## src/rtl/gpio_lock_pkg.sv

```systemverilog
package gpio_lock_pkg;
   localparam int CFG_BYTE_W = 8;
   localparam int OE_POS     = 0;
   localparam int OD_POS     = 1;
   localparam int PU_POS     = 2;
   localparam int DOUT_POS   = 3;
   localparam int FRZ_POS    = 7;

   typedef struct packed {
      logic frz;
      logic dout;
      logic pull_up;
      logic open_drain;
      logic out_en;
   } pin_cfg_t;

   function automatic logic [CFG_BYTE_W-1:0] pin_to_byte(pin_cfg_t c);
      logic [CFG_BYTE_W-1:0] b;
      b = '0;
      b[OE_POS]   = c.out_en;
      b[OD_POS]   = c.open_drain;
      b[PU_POS]   = c.pull_up;
      b[DOUT_POS] = c.dout;
      b[FRZ_POS]  = c.frz;
      return b;
   endfunction

   function automatic pin_cfg_t byte_to_pin(logic [CFG_BYTE_W-1:0] b);
      pin_cfg_t c;
      c.out_en     = b[OE_POS];
      c.open_drain = b[OD_POS];
      c.pull_up    = b[PU_POS];
      c.dout       = b[DOUT_POS];
      c.frz        = b[FRZ_POS];
      return c;
   endfunction
endpackage

```

## src/rtl/gpio_glob_cfg.sv

```systemverilog
module gpio_glob_cfg
   import gpio_lock_pkg::*;
#(
   parameter int FSEL_W = 7
) (
   input  logic                  clk,
   input  logic                  rst_n,
   input  logic                  wr_hit,
   input  logic [CFG_BYTE_W-1:0] wdata,
   output logic [FSEL_W-1:0]     fsel,
   output logic                  frozen,
   output logic [CFG_BYTE_W-1:0] rd_byte
);
   if (FSEL_W < 1 || FSEL_W > FRZ_POS) begin : g_bad_fsel
      $error("FSEL_W must fit below the freeze bit");
   end

   always_ff @(posedge clk or negedge rst_n) begin
      if (!rst_n) begin
         fsel   <= '0;
         frozen <= 1'b0;
      end else if (wr_hit && !frozen) begin
         fsel   <= wdata[FSEL_W-1:0];
         frozen <= wdata[FRZ_POS];
      end
   end

   always_comb begin
      rd_byte          = CFG_BYTE_W'(fsel);
      rd_byte[FRZ_POS] = frozen;
   end

   assert_glob_sticky_R4: assert property (@(posedge clk) disable iff (!rst_n)
      frozen |=> frozen);
   assert_fsel_frozen_R3: assert property (@(posedge clk) disable iff (!rst_n)
      frozen |=> $stable(fsel));
   assert_fsel_write_R2: assert property (@(posedge clk) disable iff (!rst_n)
      (wr_hit && !frozen) |=> (fsel == $past(wdata[FSEL_W-1:0])));
   assert_fsel_idle_R10: assert property (@(posedge clk) disable iff (!rst_n)
      !wr_hit |=> $stable(fsel) && $stable(frozen));
endmodule

```

## src/rtl/gpio_pin_cfg.sv

```systemverilog
module gpio_pin_cfg
   import gpio_lock_pkg::*;
(
   input  logic                  clk,
   input  logic                  rst_n,
   input  logic                  wr_hit,
   input  logic [CFG_BYTE_W-1:0] wdata,
   output pin_cfg_t              cfg
);
   always_ff @(posedge clk or negedge rst_n) begin
      if (!rst_n) begin
         cfg <= '0;
      end else if (wr_hit && !cfg.frz) begin
         cfg <= byte_to_pin(wdata);
      end
   end

   assert_pin_frozen_R6: assert property (@(posedge clk) disable iff (!rst_n)
      cfg.frz |=> $stable(cfg));
   assert_pin_write_R8: assert property (@(posedge clk) disable iff (!rst_n)
      (wr_hit && !cfg.frz) |=> (cfg.out_en == $past(wdata[OE_POS]))
                               && (cfg.frz == $past(wdata[FRZ_POS])));
   assert_pin_idle_R7: assert property (@(posedge clk) disable iff (!rst_n)
      !wr_hit |=> $stable(cfg));
endmodule

```

## src/rtl/gpio_cfg_rdmux.sv

```systemverilog
module gpio_cfg_rdmux
   import gpio_lock_pkg::*;
#(
   parameter int NUM_PINS = 8,
   parameter int ADDR_W   = 5,
   parameter int PIN_BASE = 8
) (
   input  logic [ADDR_W-1:0]              addr,
   input  logic [CFG_BYTE_W-1:0]          glob_byte,
   input  logic [NUM_PINS*CFG_BYTE_W-1:0] pin_bytes,
   output logic [CFG_BYTE_W-1:0]          rdata
);
   always_comb begin
      rdata = '0;
      if (addr == '0) rdata = glob_byte;
      for (int i = 0; i < NUM_PINS; i++) begin
         if (addr == ADDR_W'(PIN_BASE + i))
            rdata = pin_bytes[i*CFG_BYTE_W +: CFG_BYTE_W];
      end
   end
endmodule

```

## src/rtl/gpio_lock_bank.sv

```systemverilog
module gpio_lock_bank
   import gpio_lock_pkg::*;
#(
   parameter int NUM_PINS = 8,
   parameter int ADDR_W   = 5,
   parameter int PIN_BASE = 8,
   parameter int FSEL_W   = 7
) (
   input  logic                  clk,
   input  logic                  rst_n,
   input  logic                  wr_en,
   input  logic [ADDR_W-1:0]     addr,
   input  logic [CFG_BYTE_W-1:0] wdata,
   output logic [CFG_BYTE_W-1:0] rdata,
   output logic [FSEL_W-1:0]     func_sel,
   output logic                  cfg_locked,
   output logic [NUM_PINS-1:0]   pin_oe,
   output logic [NUM_PINS-1:0]   pin_od,
   output logic [NUM_PINS-1:0]   pin_pu,
   output logic [NUM_PINS-1:0]   pin_dout,
   output logic [NUM_PINS-1:0]   pin_locked
);
   localparam int ADDR_SPAN = 1 << ADDR_W;

   if (NUM_PINS < 1) begin : g_bad_pins
      $error("NUM_PINS must be at least 1");
   end
   if (PIN_BASE < 1 || PIN_BASE + NUM_PINS > ADDR_SPAN) begin : g_bad_map
      $error("pin registers must fit in the address space above address 0");
   end

   logic                           glob_hit;
   logic [CFG_BYTE_W-1:0]          glob_byte;
   logic [NUM_PINS*CFG_BYTE_W-1:0] pin_bytes;

   assign glob_hit = wr_en && (addr == '0);

   gpio_glob_cfg #(.FSEL_W(FSEL_W)) i_glob (
      .clk     (clk),
      .rst_n   (rst_n),
      .wr_hit  (glob_hit),
      .wdata   (wdata),
      .fsel    (func_sel),
      .frozen  (cfg_locked),
      .rd_byte (glob_byte)
   );

   for (genvar g = 0; g < NUM_PINS; g++) begin : g_pin
      localparam logic [ADDR_W-1:0] MY_ADDR = ADDR_W'(PIN_BASE + g);
      logic     hit;
      pin_cfg_t cfg;

      assign hit = wr_en && (addr == MY_ADDR);

      gpio_pin_cfg i_pin (
         .clk    (clk),
         .rst_n  (rst_n),
         .wr_hit (hit),
         .wdata  (wdata),
         .cfg    (cfg)
      );

      assign pin_oe[g]     = cfg.out_en;
      assign pin_od[g]     = cfg.open_drain;
      assign pin_pu[g]     = cfg.pull_up;
      assign pin_dout[g]   = cfg.dout;
      assign pin_locked[g] = cfg.frz;
      assign pin_bytes[g*CFG_BYTE_W +: CFG_BYTE_W] = pin_to_byte(cfg);
   end

   gpio_cfg_rdmux #(
      .NUM_PINS (NUM_PINS),
      .ADDR_W   (ADDR_W),
      .PIN_BASE (PIN_BASE)
   ) i_rdmux (
      .addr      (addr),
      .glob_byte (glob_byte),
      .pin_bytes (pin_bytes),
      .rdata     (rdata)
   );

   assert_rst_clear_R1: assert property (@(posedge clk)
      !rst_n |-> (pin_locked == '0) && !cfg_locked && (func_sel == '0));
   assert_pinfrz_sticky_R6: assert property (@(posedge clk) disable iff (!rst_n)
      (pin_locked & ~$past(pin_locked)) == (pin_locked ^ $past(pin_locked)));
   assert_glob_indep_R9: assert property (@(posedge clk) disable iff (!rst_n)
      (wr_en && addr == '0) |=> $stable(pin_oe) && $stable(pin_locked));
endmodule

```

## config.mk

```make
export PLATFORM = sky130hd
export DESIGN_NAME = gpio_lock_bank
export DESIGN_NICKNAME = d
export VERILOG_FILES = /design/src/rtl/gpio_lock_pkg.sv /design/src/rtl/gpio_glob_cfg.sv /design/src/rtl/gpio_pin_cfg.sv /design/src/rtl/gpio_cfg_rdmux.sv /design/src/rtl/gpio_lock_bank.sv
export SDC_FILE = /design/constraint.sdc
export NUM_CORES = 1
export LEC_CHECK = 0
export BUFFER_PORTS_ARGS = -buffer_cell sky130_fd_sc_hd__buf_4
export CORE_UTILIZATION = 50
export DETAILED_ROUTE_END_ITERATION = 7
export PLACE_DENSITY = 0.76
export SLEW_MARGIN = 20
export SYNTH_ARGS = -nofsm -noshare
export SYNTH_HDL_FRONTEND = slang
export SYNTH_HIERARCHICAL = 1
export SYNTH_SLANG_ARGS = --single-unit
```

## constraint.sdc

```tcl
create_clock -name clk -period 2.05 [get_ports clk]
set_input_delay 0 -clock clk [delete_from_list [all_inputs] [get_ports clk]]
set_output_delay 0 -clock clk [all_outputs]
set_load 0.03 [all_outputs]
```

==> results of run 1 <==
-- logic make-up after synthesis --
family	count (synthesis)	share of synthesized area (%)
compound gates	62	16.6
buf+inv	28	6.16
flops	48	41.4
mux	47	22.2
other cells	1	0.129
simple gates	54	13.5
-- cell type report --
class / instances / area [µm²] / area share, %
multi-input cells: 190 / 1620 / 44.1
flip-flops and latches: 48 / 1200 / 32.7
inverters: 8 / 30.0 / 0.817
well taps: 72 / 90.1 / 2.45
repair buffers: 79 / 606 / 16.5
clock inverters: 1 / 30.0 / 0.817
clock buffers: 7 / 96.3 / 2.62
-- where the power goes --
| group | switching [mW] | total (mW) | internal, mW |
|---|---|---|---|
| Clock | 0.300 | 0.731 | 0.430 |
| Sequential | 0.197 | 1.33 | 1.13 |
| Combinational | 0.660 | 1.17 | 0.512 |
-- layout by cell type (no fill, tap or decap), types with 4 or more instances in the layout --
master         instances
nor2b_1               12
dlygate4sd3_1          5
a211oi_1               6
clkbuf_8               7
nor2_1                 6
o21ai_0                9
inv_1                  8
mux2_4                 7
o21ai_1                4
o221ai_1              10
nand2_1               10
nor2b_4                9
mux2_2                32
a21o_2                17
a21oi_1                6
dfrtp_1               48
mux4_2                 8
conb_1                27
o211ai_2               6
nand2b_1               4
buf_4                 74
-- layer usage --
layer | track usage (%) | up-vias | share of wire (%)
met4 | 4.81 | 0 | 0.56
met3 | 3.02 | 6 | 5.4
li1 | - | 1034 | -
met1 | 34.1 | 1106 | 44
met5 | 0 | - | 0
met2 | 38.6 | 66 | 50
-- critical path, delay by kind of cell --
kind	cells	cell delay, ps
AO/OA/AOI/OAI	2	410
buffers and inverters	3	540
AND/OR/NAND/NOR	2	630
-- registers in the layout (all words and copies together) (netlist names) --
name and count:
i_glob/frozen 1, i_glob/fsel 7, g_pin.i_pin/cfg 40
-- how the worst min path moves through the flow --
stage | endpoint | cells past startpoint
global route | i_glob/fsel[2] | 2
detailed placement | g_pin[1].i_pin/cfg[1] | 1
global placement | g_pin[0].i_pin/cfg[3] | 1
floorplan | g_pin[0].i_pin/cfg[0] | 0
CTS | i_glob/fsel[0] | 2
finish | i_glob/fsel[0] | 2
-- Yosys cell counts --
master	instances	area (µm²)
o21ai_2	2	17.5
buf_4	11	82.6
nor2b_1	12	75.1
o221ai_1	10	87.6
nand4b_1	1	8.76
o22ai_1	2	12.5
or2b_1	1	7.51
conb_1	1	3.75
and2_1	2	12.5
nand2b_1	4	25.0
o21ai_1	4	20.0
nor3_2	2	20.0
nand4bb_1	1	11.3
nor3_1	2	10.0
nor3b_4	1	18.8
dfrtp_1	48	1200
mux2_2	32	360
nand3_1	2	10.0
buf_6	4	45.0
a21o_2	17	149
a211oi_1	6	45.0
mux4_2	8	180
buf_2	2	10.0
buf_1	1	3.75
nand2_1	10	37.5
a21oi_1	6	30.0
o21ai_0	9	45.0
o211ai_2	6	75.1
or4b_1	1	10.0
inv_1	8	30.0
mux2_4	7	105
nor2_1	6	22.5
nor2b_4	9	124
clkbuf_1	2	7.51
-- through the flow --
step | power [mW] | setup slack [ps] | std cells
detailed placement | 2.51 | 348 | 392
CTS | 3.25 | 435 | 405
finish | 3.23 | 455 | 405
global route | 3.38 | 333 | 405
floorplan | 2.08 | 677 | 266
global placement | 2.49 | 371 | 392
==> results.sh, run 1 <==
export IMPL_die_w_um=78.2
export IMPL_routed_wl_um=6970
export IMPL_place_area_mm2=0.00350
export IMPL_grt_overflow=0
export IMPL_ys_warn_count=6
export IMPL_vias_per_cell=5.46
export IMPL_rows=27
export IMPL_setup_viol=0
export IMPL_antenna_left=0
export IMPL_port_buffers=71
export IMPL_core_area_mm2=0.00554
export IMPL_maxCapViolations=0
export IMPL_max_stage_delay_ps=370
export IMPL_nets=348
export IMPL_synthCells=240
export IMPL_cts_root_buf="clkbuf_8"
export IMPL_timing_final_crit_share_pct=77.8
export IMPL_critPathCapture="rdata[2]"
export IMPL_fp_dieH_um=78.2
export IMPL_power_density_mw_per_mm2=879
export IMPL_p_leak_nw=1.72
export IMPL_r2r_slack_ps=870
export IMPL_cp_required_ps=2050
export IMPL_finalHoldViolCount=0
export IMPL_ys_ff_latch=48
export IMPL_min_path_type="in2reg"
export IMPL_endpoint_kind="output port"
export IMPL_numCtsBuffers=5
export IMPL_via_count=2212
export IMPL_grt_pass1_wl_um=11100
export IMPL_hpwl_um=5060
export IMPL_grt_pass1_vias=2113
export IMPL_tns_ps=0
export IMPL_clock_fmax_ghz=0.627
export IMPL_clockBufferDepth=2
export IMPL_drcViolationCount=0
export IMPL_slowest_stage="nand2b_1"
export IMPL_r2r_end="i_glob/fsel[0]"
export IMPL_design_area_mm2=0.00367
export IMPL_ys_seq_area_share_pct=41.4
export IMPL_fin_crit_ps=1590
export IMPL_skew_ps=8.90
export IMPL_firstDrtPassIters=4
export IMPL_htree_levels=2
export IMPL_cts_sinks=48
export IMPL_clock_latency_ps=290
export IMPL_antenna_found_initial=0
export IMPL_track_usage_pct=23.7
export IMPL_syn_avg_cell_area_um2=12.1
export IMPL_r2r_start="i_glob/frozen"
export IMPL_arrival_ps=1590
export IMPL_post_cts_buffers=0
export IMPL_ios=72
export IMPL_r2r_cells=2
export IMPL_rsz0062_at_grt="no"
export IMPL_gp_congestion=0.753
export IMPL_grt_max_degree=49
export IMPL_synthDistinctLibCells=34
export IMPL_outcome="completed"
export IMPL_worstHoldStart="wdata[0]"
export IMPL_cts_tree="built"
export IMPL_final_layout_size_suffix_gt1_share_pct=49.8
export IMPL_cp_max_fo=33
export IMPL_ir_worst_vdd_mv=0.723
export IMPL_critical_path_class="in2out"
export IMPL_worst_pin_slew_ps=602
export IMPL_syn2layout_area_growth_pct=26.5
export IMPL_cts_resized_gates=0
export IMPL_slew_viol_final=0
export IMPL_diodes=0
export IMPL_dieArea_mm2=0.00612
export IMPL_finish_utilization_pct=66.3
export IMPL_crit_chain="buf_4 -> buf_4 -> nand2b_1 -> nand2_1 -> a211oi_1 -> o211ai_2 -> buf_4"
export IMPL_start_util_pct=52.4
export IMPL_critPathLaunchType="input pin"
export IMPL_whs_ps=29.9
export IMPL_drtIter0Drc=144
export IMPL_maxSlewHeadroom_pct=59.9
export IMPL_startpoint="addr[0]"
export IMPL_wl_per_cell_um=17.2
export IMPL_n_fill_cell=460
export IMPL_mappedNetlistArea_mm2=0.00290
export IMPL_holdBufCountCts=5
export IMPL_cp_common_cell="buf_4"
export IMPL_clkTransAtPathRegs_ps=80
Power figures use the tool's default switching activity.
==> inputs of run 2 (changes only) <==
- ABC_AREA: unset -> 1
- clock period: 2.05 -> 1.5 ns (I/O delays scaled with it)
==> results.sh, run 2 <==
export IMPL_gp_congestion=0.972
export IMPL_r2r_start="g_pin[3].i_pin/cfg[4]"
export IMPL_syn_avg_cell_area_um2=7.10
export IMPL_seqPwrFrac_pct=47.7
export IMPL_clock_fmax_ghz=0.683
export IMPL_dieArea_mm2=0.00580
export IMPL_p_sw_share_pct=24.3
export IMPL_synth_top_area_cell="dfrtp_1"
export IMPL_endpoint_kind="output port"
export IMPL_tns_ps=0
export IMPL_worst_pin_slew_ps=611
export IMPL_dp_cells=548
export IMPL_nets=510
export IMPL_routed_wl_um=8190
export IMPL_track_usage_pct=29.2
export IMPL_fin_crit_ps=1460
export IMPL_ys_seq_area_share_pct=43.7
export IMPL_numCtsBuffers=5
export IMPL_power_density_mw_per_mm2=737
export IMPL_ys_ff_latch=48
export IMPL_synth_xor_xnor_area_share_pct=0
export IMPL_outcome="completed"
export IMPL_cp_max_fo=3
export IMPL_pwr_share_comb_pct=10.1
export IMPL_grt_max_degree=49
export IMPL_startpoint="i_glob/frozen"
export IMPL_diodes=0
export IMPL_core_area_mm2=0.00520
export IMPL_fin_cells=565
export IMPL_via_count=2949
export IMPL_syn2layout_area_growth_pct=33.7
export IMPL_mappedNetlistArea_mm2=0.00275
export IMPL_grt_pass1_wl_um=13200
export IMPL_final_layout_size_suffix_gt1_share_pct=24.0
export IMPL_fp_dieH_um=76.1
export IMPL_start_util_pct=52.8
export IMPL_yosys_area_share_adder_pct=0
export IMPL_p_leak_nw=2.02
export IMPL_hpwl_um=5930
export IMPL_finish_utilization_pct=70.6
export IMPL_ios=72
export IMPL_clockBufferDepth=2
export IMPL_die_w_um=76.1
export IMPL_synthCells=387
export IMPL_r2r_end="g_pin[3].i_pin/cfg[1]"
export IMPL_antenna_left=0
export IMPL_synthDistinctLibCells=23
export IMPL_cts_tree="built"
export IMPL_synth_top_area_share_pct=43.7
export IMPL_slew_viol_final=0
export IMPL_r2r_cells=4
export IMPL_ys_warn_count=6
export IMPL_cp_required_ps=1500
export IMPL_grt_overflow=0
export IMPL_synth_top_family_by_area="simple AND/OR/NAND/NOR gates"
export IMPL_setup_viol=0
export IMPL_pwr_share_clk_pct=42.2
export IMPL_min_delay_path_depth=3
export IMPL_synthArstFlopShare_pct=100
export IMPL_vias_per_cell=5.22
export IMPL_cts_root_buf="clkbuf_8"
export IMPL_layout_commonest_cell="nand2_1"
export IMPL_antenna_found_initial=0
export IMPL_timing_final_crit_share_pct=97.6
export IMPL_layout_common_cells="nand2_1, buf_4, nand3_1, dfrtp_1"
export IMPL_top_regs="g_pin.i_pin/cfg x40, i_glob/fsel x7, i_glob/frozen x1"
export IMPL_worstHoldStart="wdata[1]"
export IMPL_r2r_slack_ps=570
export IMPL_cts_sinks=48
export IMPL_finalHoldViolCount=0
export IMPL_arrival_ps=1460
export IMPL_firstDrtPassIters=5
export IMPL_synth_edf_count=0
export IMPL_synth_mux_area_share_pct=0
export IMPL_min_path_type="in2reg"
export IMPL_drtIter0Drc=310
export IMPL_drcViolationCount=0
export IMPL_synth_main_ff_cell="dfrtp_1"
export IMPL_htree_levels=2
export IMPL_p_int_mw=2.05
export IMPL_wl_per_cell_um=14.5
export IMPL_rows=26
export IMPL_critical_path_class="reg2out"
export IMPL_synth_compound_area_share_pct=1.73
export IMPL_port_buffers=71
export IMPL_critPathLaunchType="register"
export IMPL_clkTransAtPathRegs_ps=100
export IMPL_clock_latency_ps=310
export IMPL_synthSimpleGateAreaFrac_pct=46.2
export IMPL_rsz0062_at_grt="yes"
export IMPL_maxCapViolations=0
export IMPL_ir_worst_vdd_mv=0.673
export IMPL_ys_top_cells_by_area="dfrtp_1, nand2_1, nand3_1"
export IMPL_largest_register_ffs=40
export IMPL_largest_register="g_pin.i_pin/cfg"
export IMPL_synth_most_common_cell="nand2_1"
export IMPL_maxSlewHeadroom_pct=59.3
export IMPL_yosys_top_cells_count="nand2_1, nand3_1, dfrtp_1, nor2_1"
export IMPL_skew_ps=10.8
export IMPL_grt_pass1_vias=2620
export IMPL_p_switching_uw=659
export IMPL_whs_endpoint="g_pin[4].i_pin/cfg[1]"
==> run 2: changes by cell type in the layout (fill, tap and decap cells not counted), sizes merged, moves of 27 or more <==
cell | before | now
nand2 | 10 | 160
nand3 | 2 | 51
mux2 | 39 | 0
nor2 | 6 | 36
nand4 | 0 | 29
inv | 8 | 35
==> run 2: logic make-up after synthesis <==
group,after synthesis
AO/OA/AOI/OAI,8
other,1
buffers and inverters,48
AND/OR/NAND/NOR,282
flip-flops,48
==> run 2: final cells by class <==
type,instances,area [µm²]
Tap cell,70,87.6
Clock buffer,5,68.8
Inverter,34,128
Multi-Input combinational cell,314,1410
Timing Repair Buffer,91,711
Sequential cell,48,1200
Clock inverter,3,68.8
Fill cell,451,1530
==> run 2: power by group through the flow <==
| stage | Sequential, mW | Combinational [mW] | Clock [mW] |
|---|---|---|---|
| after global placement | 1.32 | 0.248 | 0 |
| final | 1.29 | 0.273 | 1.15 |
| after CTS | 1.29 | 0.262 | 1.15 |
| after floorplan | 1.32 | 0.115 | 0 |
| after global routing | 1.29 | 0.297 | 1.20 |
| after detailed placement | 1.32 | 0.251 | 0 |
==> run 2: routing by layer <==
| layer | vias up | part of all wire (%) | GRT usage (%) | wire (µm) |
|---|---|---|---|---|
| met4 | 0 | 1.9 | 7.69 | 159 |
| met1 | 1379 | 44 | 40.9 | 3620 |
| li1 | 1432 | - | - | - |
| met3 | 21 | 6.2 | 3.95 | 508 |
| met5 | - | 0 | 0 | 0 |
| met2 | 117 | 48 | 47.7 | 3900 |
==> run 2: how the worst max path moves through the flow <==
stage                                        to  slack, ps  cells after the start
after detailed placement  g_pin[6].i_pin/cfg[3]        230                      7
final                                  rdata[7]         40                      7
after global placement    g_pin[6].i_pin/cfg[1]        270                      7
after floorplan                        rdata[3]        280                      7
after global routing                   rdata[7]        -30                      7
after CTS                              rdata[2]         40                      7
==> run 2: worst max-delay path, cell delays in order, from the launching register on <==
cell and delay, ps:
dfrtp_1 430, nand4_1 110, nand3_1 90, nor2_2 140, nand4_1 110, nand2_1 70
nand2_1 70, buf_6 140
==> run 2: repair_timing <==
item | CTS | global route
gates resized for setup | 0 | 6
setup buffers | 0 | 4
hold buffers | 5 | 0
hold endpoints to repair | 58 | 0
setup endpoints to repair | 0 | 5
==> run 2: stage by stage <==
stage / worst slack [ps] / instance area, µm² / power [mW] / hold slack, ps
CTS: 38.1 / 3630 / 2.70 / 16.3
floorplan: 280 / 2840 / 1.43 / -296
detailed placement: 227 / 3440 / 1.57 / 52.4
finish: 35.8 / 3680 / 2.71 / 17.7
global route: -27.6 / 3680 / 2.79 / 14.5
global placement: 269 / 3440 / 1.57 / 44.5
